File: src/rtl/gbc_pkg.sv
package gbc_pkg;
   localparam int WORD_W      = 32;
   localparam int OWN_BASE    = 'h000;
   localparam int GCTL_ADDR   = 'h07C;
   localparam int STAT_BASE   = 'h080;
   localparam int ENA_BASE    = 'h090;
   localparam int CFG_BASE    = 'h100;
   localparam int MAX_PINS    = 94;

   // config1 bit positions
   localparam int C1_OUT  = 31;
   localparam int C1_IN   = 30;
   localparam int C1_TLVL = 4;
   localparam int C1_TINV = 3;
   localparam int C1_DIR  = 2;
   localparam int C1_USE  = 0;
   // config2 bit positions
   localparam int C2_OFF  = 2;

   typedef struct packed {
      logic out_lvl;
      logic trig_lvl;
      logic trig_inv;
      logic dir_in;
      logic use_gpio;
   } cfg1_t;

   typedef struct packed {
      logic       sense_off;
      logic [1:0] pull;
   } cfg2_t;

   function automatic int words_for(int n);
      return (n + WORD_W - 1) / WORD_W;
   endfunction

   function automatic logic [WORD_W-1:0] word_mask(int n, int w);
      logic [WORD_W-1:0] m;
      m = '0;
      for (int b = 0; b < WORD_W; b++)
         if (w * WORD_W + b < n) m[b] = 1'b1;
      return m;
   endfunction
endpackage

File: src/rtl/gbc_pin_slice.sv
module gbc_pin_slice
   import gbc_pkg::*;
#(
   parameter int SYNC_STAGES = 2
) (
   input  logic        clk,
   input  logic        rst_n,
   input  logic        cfg1_we,
   input  logic        cfg2_we,
   input  logic [31:0] wdata,
   input  logic        pad_in,
   input  logic        owned,
   output logic [31:0] cfg1_rd,
   output logic [31:0] cfg2_rd,
   output logic        trig_evt,
   output logic        pad_out,
   output logic        pad_oe
);
   initial begin
      sync_stages_chk: assert (SYNC_STAGES >= 2);
   end

   cfg1_t                  c1_q;
   cfg2_t                  c2_q;
   logic [SYNC_STAGES-1:0] sync_q;
   logic                   prev_q;
   logic                   synced;
   logic                   active;
   logic                   hit;
   logic                   unused_wbits;

   assign unused_wbits = ^{wdata[30:5], wdata[1]};
   assign synced       = sync_q[SYNC_STAGES-1];

   always_ff @(posedge clk or negedge rst_n) begin
      if (!rst_n) begin
         c1_q   <= '{out_lvl: 1'b0, trig_lvl: 1'b0, trig_inv: 1'b0,
                     dir_in: 1'b1, use_gpio: 1'b1};
         c2_q   <= '{sense_off: 1'b1, pull: 2'b00};
         sync_q <= '0;
         prev_q <= 1'b0;
      end else begin
         if (cfg1_we)
            c1_q <= '{out_lvl: wdata[C1_OUT], trig_lvl: wdata[C1_TLVL],
                      trig_inv: wdata[C1_TINV], dir_in: wdata[C1_DIR],
                      use_gpio: wdata[C1_USE]};
         if (cfg2_we)
            c2_q <= '{sense_off: wdata[C2_OFF], pull: wdata[1:0]};
         sync_q <= {sync_q[SYNC_STAGES-2:0], pad_in};
         prev_q <= synced;
      end
   end

   always_comb begin
      unique case ({c1_q.trig_lvl, c1_q.trig_inv})
         2'b00:   hit = synced & ~prev_q;
         2'b01:   hit = ~synced & prev_q;
         2'b10:   hit = ~synced;
         default: hit = synced;
      endcase
   end

   assign active   = owned & c1_q.use_gpio & ~c2_q.sense_off;
   assign trig_evt = active & hit;
   assign pad_oe   = c1_q.use_gpio & ~c1_q.dir_in;
   assign pad_out  = c1_q.out_lvl & pad_oe;

   assign cfg1_rd = {c1_q.out_lvl, synced & ~c2_q.sense_off, 25'b0,
                     c1_q.trig_lvl, c1_q.trig_inv, c1_q.dir_in, 1'b0,
                     c1_q.use_gpio};
   assign cfg2_rd = {29'b0, c2_q.sense_off, c2_q.pull};


   edge_quiet_chk: assert property (@(posedge clk) disable iff (!rst_n)
      (!c1_q.trig_lvl && synced == prev_q) |-> !trig_evt);


   sense_off_quiet_chk: assert property (@(posedge clk) disable iff (!rst_n)
      c2_q.sense_off |-> !trig_evt);
endmodule

File: src/rtl/gbc_bitmap_bank.sv
module gbc_bitmap_bank
   import gbc_pkg::*;
#(
   parameter int NUM_PINS = 94,
   localparam int NW      = words_for(NUM_PINS)
) (
   input  logic                   clk,
   input  logic                   rst_n,
   input  logic [NW-1:0]          own_we,
   input  logic [NW-1:0]          stat_we,
   input  logic [NW-1:0]          ena_we,
   input  logic [31:0]            wdata,
   input  logic [NUM_PINS-1:0]    evt,
   output logic [NUM_PINS-1:0]    own_bits,
   output logic [NW-1:0][31:0]    own_w,
   output logic [NW-1:0][31:0]    stat_w,
   output logic [NW-1:0][31:0]    ena_w,
   output logic                   irq
);
   logic [NW*32-1:0] evt_pad;
   logic [NW*32-1:0] own_flat;

   always_comb begin
      evt_pad                = '0;
      evt_pad[NUM_PINS-1:0]  = evt;
   end

   for (genvar w = 0; w < NW; w++) begin : g_word
      localparam logic [31:0] WMASK = word_mask(NUM_PINS, w);
      logic [31:0] evt_w;
      logic [31:0] clr_w;

      assign evt_w = evt_pad[w*32 +: 32];
      assign clr_w = stat_we[w] ? wdata : 32'h0;
      assign own_flat[w*32 +: 32] = own_w[w];

      always_ff @(posedge clk or negedge rst_n) begin
         if (!rst_n) begin
            own_w[w]  <= WMASK;
            stat_w[w] <= '0;
            ena_w[w]  <= '0;
         end else begin
            if (own_we[w]) own_w[w] <= wdata & WMASK;
            if (ena_we[w]) ena_w[w] <= wdata & WMASK;
            stat_w[w] <= ((stat_w[w] & ~clr_w) | evt_w) & WMASK;
         end
      end


      stat_hold_chk: assert property (@(posedge clk) disable iff (!rst_n)
         !stat_we[w] |=> ((stat_w[w] & $past(stat_w[w])) == $past(stat_w[w])));


      stat_clear_chk: assert property (@(posedge clk) disable iff (!rst_n)
         (stat_we[w] && wdata == 32'hFFFF_FFFF && evt_w == 32'h0)
         |=> (stat_w[w] == 32'h0));


      stat_owned_chk: assert property (@(posedge clk) disable iff (!rst_n)
         1'b1 |=> ((stat_w[w] & ~$past(stat_w[w]) & ~$past(own_w[w])) == 32'h0));
   end

   assign own_bits = own_flat[NUM_PINS-1:0];

   always_comb begin
      irq = 1'b0;
      for (int w = 0; w < NW; w++)
         irq = irq | (|(stat_w[w] & ena_w[w]));
   end
endmodule

File: src/rtl/gpio_bitmap_ctrl.sv
module gpio_bitmap_ctrl
   import gbc_pkg::*;
#(
   parameter int NUM_PINS    = 94,
   parameter int SYNC_STAGES = 2,
   parameter int ADDR_W      = 12
) (
   input  logic                clk,
   input  logic                rst_n,
   input  logic                bus_wr,
   input  logic                bus_rd,
   input  logic [ADDR_W-1:0]   bus_addr,
   input  logic [31:0]         bus_wdata,
   output logic [31:0]         bus_rdata,
   input  logic [NUM_PINS-1:0] pin_in,
   output logic [NUM_PINS-1:0] pin_out,
   output logic [NUM_PINS-1:0] pin_oe,
   output logic                irq
);
   localparam int NW    = words_for(NUM_PINS);
   localparam int IDX_W = ADDR_W - 3;

   initial begin
      param_range_chk: assert (NUM_PINS >= 1 && NUM_PINS <= MAX_PINS);
      addr_width_chk:  assert (ADDR_W >= 12);
   end

   logic [ADDR_W-1:0] a_w;
   logic [ADDR_W-1:0] cfg_rel;
   logic [IDX_W-1:0]  cfg_idx;
   logic [1:0]        widx;
   logic              own_hit, stat_hit, ena_hit, gctl_hit, cfg_hit;
   logic              unused_lane;
   logic [31:0]       gctl_q;
   logic [31:0]       rd_mux;

   assign a_w      = {bus_addr[ADDR_W-1:2], 2'b00};
   assign cfg_rel  = a_w - ADDR_W'(CFG_BASE);
   assign cfg_idx  = cfg_rel[ADDR_W-1:3];
   assign widx     = a_w[3:2];
   assign unused_lane = ^{bus_addr[1:0], cfg_rel[1:0]};

   assign own_hit  = a_w < ADDR_W'(OWN_BASE + 4 * NW);
   assign stat_hit = a_w >= ADDR_W'(STAT_BASE) && a_w < ADDR_W'(STAT_BASE + 4 * NW);
   assign ena_hit  = a_w >= ADDR_W'(ENA_BASE)  && a_w < ADDR_W'(ENA_BASE + 4 * NW);
   assign gctl_hit = a_w == ADDR_W'(GCTL_ADDR);
   assign cfg_hit  = a_w >= ADDR_W'(CFG_BASE) && a_w < ADDR_W'(CFG_BASE + 8 * NUM_PINS);

   logic [NW-1:0]         own_we, stat_we, ena_we;
   logic [NW-1:0][31:0]   own_w, stat_w, ena_w;
   logic [NUM_PINS-1:0]   own_bits;
   logic [NUM_PINS-1:0]   evt;
   logic [31:0]           c1_rd [NUM_PINS];
   logic [31:0]           c2_rd [NUM_PINS];

   for (genvar w = 0; w < NW; w++) begin : g_wdec
      assign own_we[w]  = bus_wr & own_hit  & (widx == 2'(w));
      assign stat_we[w] = bus_wr & stat_hit & (widx == 2'(w));
      assign ena_we[w]  = bus_wr & ena_hit  & (widx == 2'(w));
   end

   gbc_bitmap_bank #(.NUM_PINS(NUM_PINS)) bank_i (
      .clk      (clk),
      .rst_n    (rst_n),
      .own_we   (own_we),
      .stat_we  (stat_we),
      .ena_we   (ena_we),
      .wdata    (bus_wdata),
      .evt      (evt),
      .own_bits (own_bits),
      .own_w    (own_w),
      .stat_w   (stat_w),
      .ena_w    (ena_w),
      .irq      (irq)
   );

   for (genvar p = 0; p < NUM_PINS; p++) begin : g_pin
      logic sel;
      assign sel = bus_wr & cfg_hit & (cfg_idx == IDX_W'(p));

      gbc_pin_slice #(.SYNC_STAGES(SYNC_STAGES)) slice_i (
         .clk      (clk),
         .rst_n    (rst_n),
         .cfg1_we  (sel & ~cfg_rel[2]),
         .cfg2_we  (sel & cfg_rel[2]),
         .wdata    (bus_wdata),
         .pad_in   (pin_in[p]),
         .owned    (own_bits[p]),
         .cfg1_rd  (c1_rd[p]),
         .cfg2_rd  (c2_rd[p]),
         .trig_evt (evt[p]),
         .pad_out  (pin_out[p]),
         .pad_oe   (pin_oe[p])
      );
   end

   always_ff @(posedge clk or negedge rst_n) begin
      if (!rst_n)                 gctl_q <= '0;
      else if (bus_wr && gctl_hit) gctl_q <= bus_wdata;
   end

   always_comb begin
      rd_mux = '0;
      if (gctl_hit) rd_mux = gctl_q;
      for (int w = 0; w < NW; w++) begin
         if (own_hit  && widx == 2'(w)) rd_mux = own_w[w];
         if (stat_hit && widx == 2'(w)) rd_mux = stat_w[w];
         if (ena_hit  && widx == 2'(w)) rd_mux = ena_w[w];
      end
      for (int p = 0; p < NUM_PINS; p++)
         if (cfg_hit && cfg_idx == IDX_W'(p))
            rd_mux = cfg_rel[2] ? c2_rd[p] : c1_rd[p];
   end

   always_ff @(posedge clk or negedge rst_n) begin
      if (!rst_n)      bus_rdata <= '0;
      else if (bus_rd) bus_rdata <= rd_mux;
   end


   rdata_hold_chk: assert property (@(posedge clk) disable iff (!rst_n)
      !bus_rd |=> $stable(bus_rdata));


   irq_needs_enable_chk: assert property (@(posedge clk) disable iff (!rst_n)
      irq |-> (ena_w != '0));
endmodule

File: config.mk
export PLATFORM = sky130hd
export DESIGN_NAME = gpio_bitmap_ctrl
export DESIGN_NICKNAME = d
export VERILOG_FILES = /design/src/rtl/gbc_pkg.sv /design/src/rtl/gbc_pin_slice.sv /design/src/rtl/gbc_bitmap_bank.sv /design/src/rtl/gpio_bitmap_ctrl.sv
export SDC_FILE = /design/constraint.sdc
export NUM_CORES = 2
export LEC_CHECK = 0
export BUFFER_PORTS_ARGS = -buffer_cell sky130_fd_sc_hd__clkbuf_2
export CAP_MARGIN = 20
export CORE_ASPECT_RATIO = 1.2
export CORE_MARGIN = 5
export CORE_UTILIZATION = 30
export CTS_BUF_LIST = sky130_fd_sc_hd__clkbuf_2 sky130_fd_sc_hd__clkbuf_4 sky130_fd_sc_hd__clkbuf_8
export CTS_CLUSTER_DIAMETER = 150
export DETAILED_ROUTE_END_ITERATION = 8
export GPL_TIMING_DRIVEN = 1
export PLACE_DENSITY_LB_ADDON = 0.1
export SKIP_CTS_REPAIR_TIMING = 1
export SLEW_MARGIN = 0
export SYNTH_ARGS = -nofsm -noshare
export SYNTH_HDL_FRONTEND = slang
export SYNTH_SLANG_ARGS = --single-unit
File: constraint.sdc
create_clock -name clk -period 2.27 [get_ports clk]
set_clock_uncertainty 0.2 [all_clocks]
set_input_delay 0.227 -clock clk [delete_from_list [all_inputs] [get_ports clk]]
set_output_delay 0.227 -clock clk [all_outputs]
set_load 0.02 [all_outputs]
# Yosys cells after proc, flatten, opt, wreduce, memory -nomap -nowiden
# Cells that the tools add are included.
# Widths: inputs -> output; s select.
dict set report word_totals {
  elab_cells 3088
  output_inout_bits 221
  inputBits 142
  ff_bits 1380
}
dict set report op_classes {
  muxes 295
  bitwise 1438
  n_eq_ne 284
  add_sub_neg 1
  magnitude_cmp 7
  reduce_logical 206
}
# cell n
set op_table {}
lappend op_table {{$mux 32} 200}
lappend op_table {{$and 1x1->1} 1047}
lappend op_table {{$not 1->1} 377}
lappend op_table {{$eq 9x6->1 const B} 32}
lappend op_table {{$pmux 1 s3} 94}
lappend op_table {{$eq 9x7->1 const B} 30}
lappend op_table {{$eq 2x1->1 const B} 95}
lappend op_table {{$eq 2x2->1 const B} 95}
lappend op_table {{$logic_not 2->1} 95}
lappend op_table {{$eq 9x5->1 const B} 16}
lappend op_table {{$and 32x32->32} 4}
lappend op_table {{$logic_and 1x1->1} 107}
lappend op_table {{$reduce_or 32->1} 3}
lappend op_table {{$eq 9x4->1 const B} 8}
lappend op_table {{$not 32->32} 2}
lappend op_table {{$or 32x32->32} 2}
lappend op_table {{$and 30x30->30} 2}
lappend op_table {{$eq 9x3->1 const B} 4}
lappend op_table {{$mux 30} 1}
lappend op_table {{$not 30->30} 1}
lappend op_table {{$or 30x30->30} 1}
lappend op_table {{$ge 12x8->1 const B} 2}
lappend op_table {{$lt 12x8->1 const B} 2}
lappend op_table {{$eq 9x2->1 const B} 2}
lappend op_table {{8 further kinds} 9}

# Depth between registers and ports, before layout
dict set report depth {
  ltp_word 105
  depth_mapped 17
  mapped_depth_nobuf 11
}

# Modules after synthesis
# Synthesis repeated with hierarchy kept, for this count alone.
dict set report unflattened {
  cells_unflattened 18626
  area_unflattened_um2 163628.2
}
# mod cells_each area_each_um2 instances seq_area_each_um2
set by_module_without_submodules {}
lappend by_module_without_submodules {gbc_pin_slice 85 865.8 94 279.0}
lappend by_module_without_submodules {gpio_bitmap_ctrl 9783 70523.9 1 1601.5}
lappend by_module_without_submodules {gbc_bitmap_bank 853 11716.2 1 7174.4}

# Least setup slack after synthesis
# Ideal clock, no wire load.
dict set report synth_timing {
  kind {input to register}
  from {input bus_addr[8]}
  to {register g_pin[10].slice_i.c1_q, in the netlist g_pin[10].slice_i.cfg1_rd[31]}
  arrival_ps 3309
  slack_ps -1364
  t_required_ps 1945
  n_path_buf 6
  setup_ps 125
  stages 13
  cell_sequence {buf_6 clkbuf_1 inv_1 ha_1 buf_2 or4b_1 clkbuf_1 nor2_1 buf_2 buf_2 nand2_1 nor2_1 mux2_2}
}
dict set report synth_between {
  elab_chain_cells 5
  elab_cells_between_ends 8
  classes_between {1 x add/sub; 2 x order compare; 1 x eq/ne; 3 x bitwise; 1 x reduce/logical}
}
# item line
set synth_lines {}
lappend synth_lines {{start: declaration} gpio_bitmap_ctrl.sv:12} ;# input logic [ADDR_W-1:0] bus_addr,
lappend synth_lines {{parallel branches: the longest is 3 deep, another holds $sub 12x9->12} -}
lappend synth_lines {{$and 1x1->1 *} gpio_bitmap_ctrl.sv:79} ;# assign sel = bus_wr & cfg_hit & (cfg_idx == IDX_W'(p));
lappend synth_lines {{$and 1x1->1 *} gpio_bitmap_ctrl.sv:84} ;# .cfg1_we (sel & ~cfg_rel[2]),
lappend synth_lines {{end signal: assignment} gbc_pin_slice.sv:37} ;# c1_q <= '{out_lvl: 1'b0, trig_lvl: 1'b0, trig_inv: 1'b0,
lappend synth_lines {{end signal: assignment} gbc_pin_slice.sv:44} ;# c1_q <= '{out_lvl: wdata[C1_OUT], trig_lvl: wdata[C1_TLVL],
lappend synth_lines {{end: declaration} gbc_pin_slice.sv:23} ;# cfg1_t c1_q;
# Every way passes the cells marked *.
# A chain may end at the register's enable or synchronous reset.

# Final worst setup path
dict set report layout_timing {
  from {register bank_i.stat_w[67] in the netlist's numbering}
  to {output irq}
}
dict set report layout_between {
  elab_chain_cells 3
}
# item line
set layout_lines {}
lappend layout_lines {{start: declaration} gbc_bitmap_bank.sv:16} ;# output logic [NW-1:0][31:0] stat_w,
lappend layout_lines {{start signal: indexed assignment} gbc_bitmap_bank.sv:45} ;# stat_w[w] <= ((stat_w[w] & ~clr_w) | evt_w) & WMASK;
lappend layout_lines {{$and 30x30->30} gbc_bitmap_bank.sv:68} ;# irq = irq | (|(stat_w[w] & ena_w[w]));
lappend layout_lines {{$reduce_or 32->1} gbc_bitmap_bank.sv:68}
lappend layout_lines {{$or 1x1->1} gbc_bitmap_bank.sv:68}
lappend layout_lines {{end: declaration} gpio_bitmap_ctrl.sv:18} ;# output logic irq
# No other way between the ends.

==> impl_metrics.tcl <==
set metrics [dict create \
    status "finished with violations" \
    violations "setup timing" \
    vias 62900 \
    p_leak_nw 46.5 \
    synth_nets 6033 \
    coreArea_mm2 0.224 \
    wire_per_inst_um 38.9 \
    cts.sinks 1380 \
    synth_edf_count 0 \
    fin_nets 8319 \
    p_per_area_mw_per_mm2 594 \
    path_class "flip-flop to output pin" \
    start_util_pct 30.2 \
    die_h_um 530 \
    grt_use_total_pct 36.2 \
    drv_cap 0 \
    worst_ep_arrival_time_ps 2760 \
    dpl.hpwl_mm 353 \
    drc 0 \
    rr_endpoint "bus_rdata[30]" \
    synthArstFlopShare_pct 100 \
    cp-startpoint "bank_i.stat_w[67]" \
    yosysSeqAreaShare_pct 51.8 \
    min_period_ps 3190 \
    die_x_um 443 \
    dp.cells 10500 \
    final_layout_size_suffix_gt1_share_pct 56.5 \
    synth_area_mm2 0.0676 \
    grt_pass1_wl_mm 576 \
    synth.distinct_cells 98 \
    final_cells 11400 \
    netlist_instances 5888 \
    worst_path_most_repeated_cell "buf_6" \
    antenna_found_initial 53 \
    yosys_most_used_dff "dfrtp_1" \
    clk_pin_slew_ps 70 \
    yosysWarningCount 0 \
    finalInstanceArea_mm2 0.101 \
    yosys_register_bits 1380 \
    gp_congestion 1.04 \
    grt_pass1_vias 61400 \
    crit_end "irq" \
    globalRouteOverflowTotal 0 \
    cp_num_cells 7 \
    numCtsBuffers 268 \
    r2r_slack_ps -920 \
    critical-path-top-delay-family "simple AND/OR/NAND/NOR gates" \
    finalCritPeriodShare_pct 141 \
    finalSetupTns_ps -48130 \
    num_rows 190 \
    endpoint_kind "output pin" \
    dieArea_mm2 0.235 \
    place_area_mm2 0.0869 \
    setup_violations 260 \
    slowest_delay_ps 390 \
    firstDrtPassIters 8 \
    rsz0062_at_grt "true" \
    setup_ws_ps -921 \
    required_ps 1840 \
    cts_buffer_depth 4 \
    pin_count 363 \
    worst_pin_slew_ps 968 \
    viasPerCell 5.52 \
    worstReg2RegStart "g_pin[43].slice_i.cfg2_rd[2]" \
    critPathMaxFanout 2 \
    maxSlewViolCount 0 \
    crit_chain "buf_6 > a22oi_2 > buf_4 > nand4_1 > nor4_2 > nand3_4 > buf_6" \
    crit_path_start_kind "flip-flop" \
    grt_max_degree 93 \
    cts-root-buf "clkbuf_8" \
    cts_tree "done" \
    path_buf_inv 3 \
    max_freq_ghz 0.313 \
    port_buffers 360 \
    reg2reg_depth 10 \
    syn-mean-instance-area_um2 11.5 \
    final_cell_mix "1664 x buf_4, 996 x dfrtp_1, 941 x mux2_2" \
    crit_slowest_cell "dfrtp_1" \
    relSlewSlack_pct 35.5 \
    wl_mm 443 \
    ir_worst_vdd_mv 0.460 \
    areaGrowthSynthToFinish_pct 49.2 \
    clk_latency_ps 1020 \
    drt_first_iter_violations 6088 \
    hold_viol_final 0 \
    timing.hold.ws_ps 69.6 \
    ant_nets 0 \
    hold_path.class "input pin to flip-flop" \
    final_common_cell "buf_4" \
    htreeDepth 5 \
]
## where the power goes
| group | internal [mW] | leakage, nW | switching [mW] |
|---|---|---|---|
| registers | 25.4 | 17.0 | 0.867 |
| clock network | 15.6 | 3.07 | 12.1 |
| logic | 2.26 | 26.4 | 3.59 |
| total | 43.3 | 46.5 | 16.5 |
## synthesized netlist by cell type (34+ instances only)
cell / instances / share of area [%]
nand4_1: 36 / 0.33
a21oi_1: 227 / 1.7
mux2i_1: 177 / 2.6
o22ai_1: 34 / 0.31
mux2_2: 1001 / 17
a22o_1: 54 / 0.70
o31ai_1: 49 / 0.54
nor3_1: 170 / 1.3
nor3b_1: 123 / 1.4
a211oi_1: 53 / 0.59
dfstp_2: 376 / 15
buf_1: 34 / 0.19
buf_4: 196 / 2.2
a22oi_1: 154 / 1.7
nor2_1: 298 / 1.7
inv_1: 52 / 0.29
clkbuf_1: 263 / 1.5
dfrtp_1: 1004 / 37
and2_1: 105 / 0.97
nand2_1: 465 / 2.6
o21ai_0: 147 / 1.1
nor2b_1: 151 / 1.4
a222oi_1: 84 / 1.2
nand3_1: 88 / 0.65
buf_2: 69 / 0.51
## worst register-to-register path: stages (launching register included)
cell	delay [ps]
dfstp_2	610
nor4bb_2	70
o211ai_1	400
o311ai_4	240
a2111oi_4	370
o211ai_1	170
a211oi_2	230
buf_4	170
o211ai_1	260
a221oi_2	310
o21ai_1	80
## stage by stage
step / setup slack (ps) / util, % / total power, mW
2_1_floorplan: -787 / - / 27.7
3_3_place_gp: -3110 / 38.8 / 31.8
3_5_place_dp: -2290 / 38.9 / 31.8
4_1_cts: -1740 / 41.4 / 59.7
5_1_grt: -947 / 45.0 / 61.7
6_report: -921 / 45.1 / 59.8
## worst min path at each step
stage            from                     endpoint  slack, ps  cells past startpoint
2_1_floorplan   rst_n              bank_i.ena_w[0]       -270                      0
5_1_grt        bus_rd                bus_rdata[19]         20                      4
4_1_cts         rst_n  g_pin[61].slice_i.sync_q[0]      -1080                      1
6_report       bus_rd                bus_rdata[12]         70                      4
3_5_place_dp    rst_n  g_pin[51].slice_i.sync_q[0]        -30                      1
3_3_place_gp    rst_n  g_pin[51].slice_i.sync_q[0]        -30                      1
## metal layers
metal / part of all wire [%] / wire (um) / vias up / track usage [%]
met5: 0.049 / 218 / - / 0
met3: 7.3 / 32300 / 836 / 6.80
met2: 45 / 201000 / 2819 / 57.9
met1: 41 / 182000 / 33000 / 47.4
met4: 6.1 / 27200 / 32 / 17.0
li1: - / - / 26200 / -
## final cells by class
class                   instances  area, um^2
well taps                    2976        3720
clock buffers                 432        5350
clock inverters                46         437
repair buffers               2587       23400
fillers                     21300      123000
diodes                         32        80.1
flip-flops and latches       1380       35000
inverters                      53         211
multi-input cells            3884       32600
## sequential cells by signal, indices dropped and copies added, names as in the netlist
name                   cells
g_pin.slice_i.cfg1_rd    470
g_pin.slice_i.cfg2_rd    282
g_pin.slice_i.sync_q     188
bank_i.ena_w              94
bank_i.own_bits           94
bank_i.stat_w             94
g_pin.slice_i.prev_q      94
bus_rdata                 32
gctl_q                    32
## cells by family after synthesis
group / count (synthesis) / synth area share [%]
AO/OA/AOI/OAI: 1086 / 11.6
buffers and inverters: 626 / 4.82
XOR/XNOR: 16 / 0.207
adder cells (fa/ha/maj): 3 / 0.0556
flip-flops: 1380 / 51.8
multiplexers: 1180 / 19.4
AND/OR/NAND/NOR: 1597 / 12.1
No activity file was read; power rests on OpenSTA's default activity.
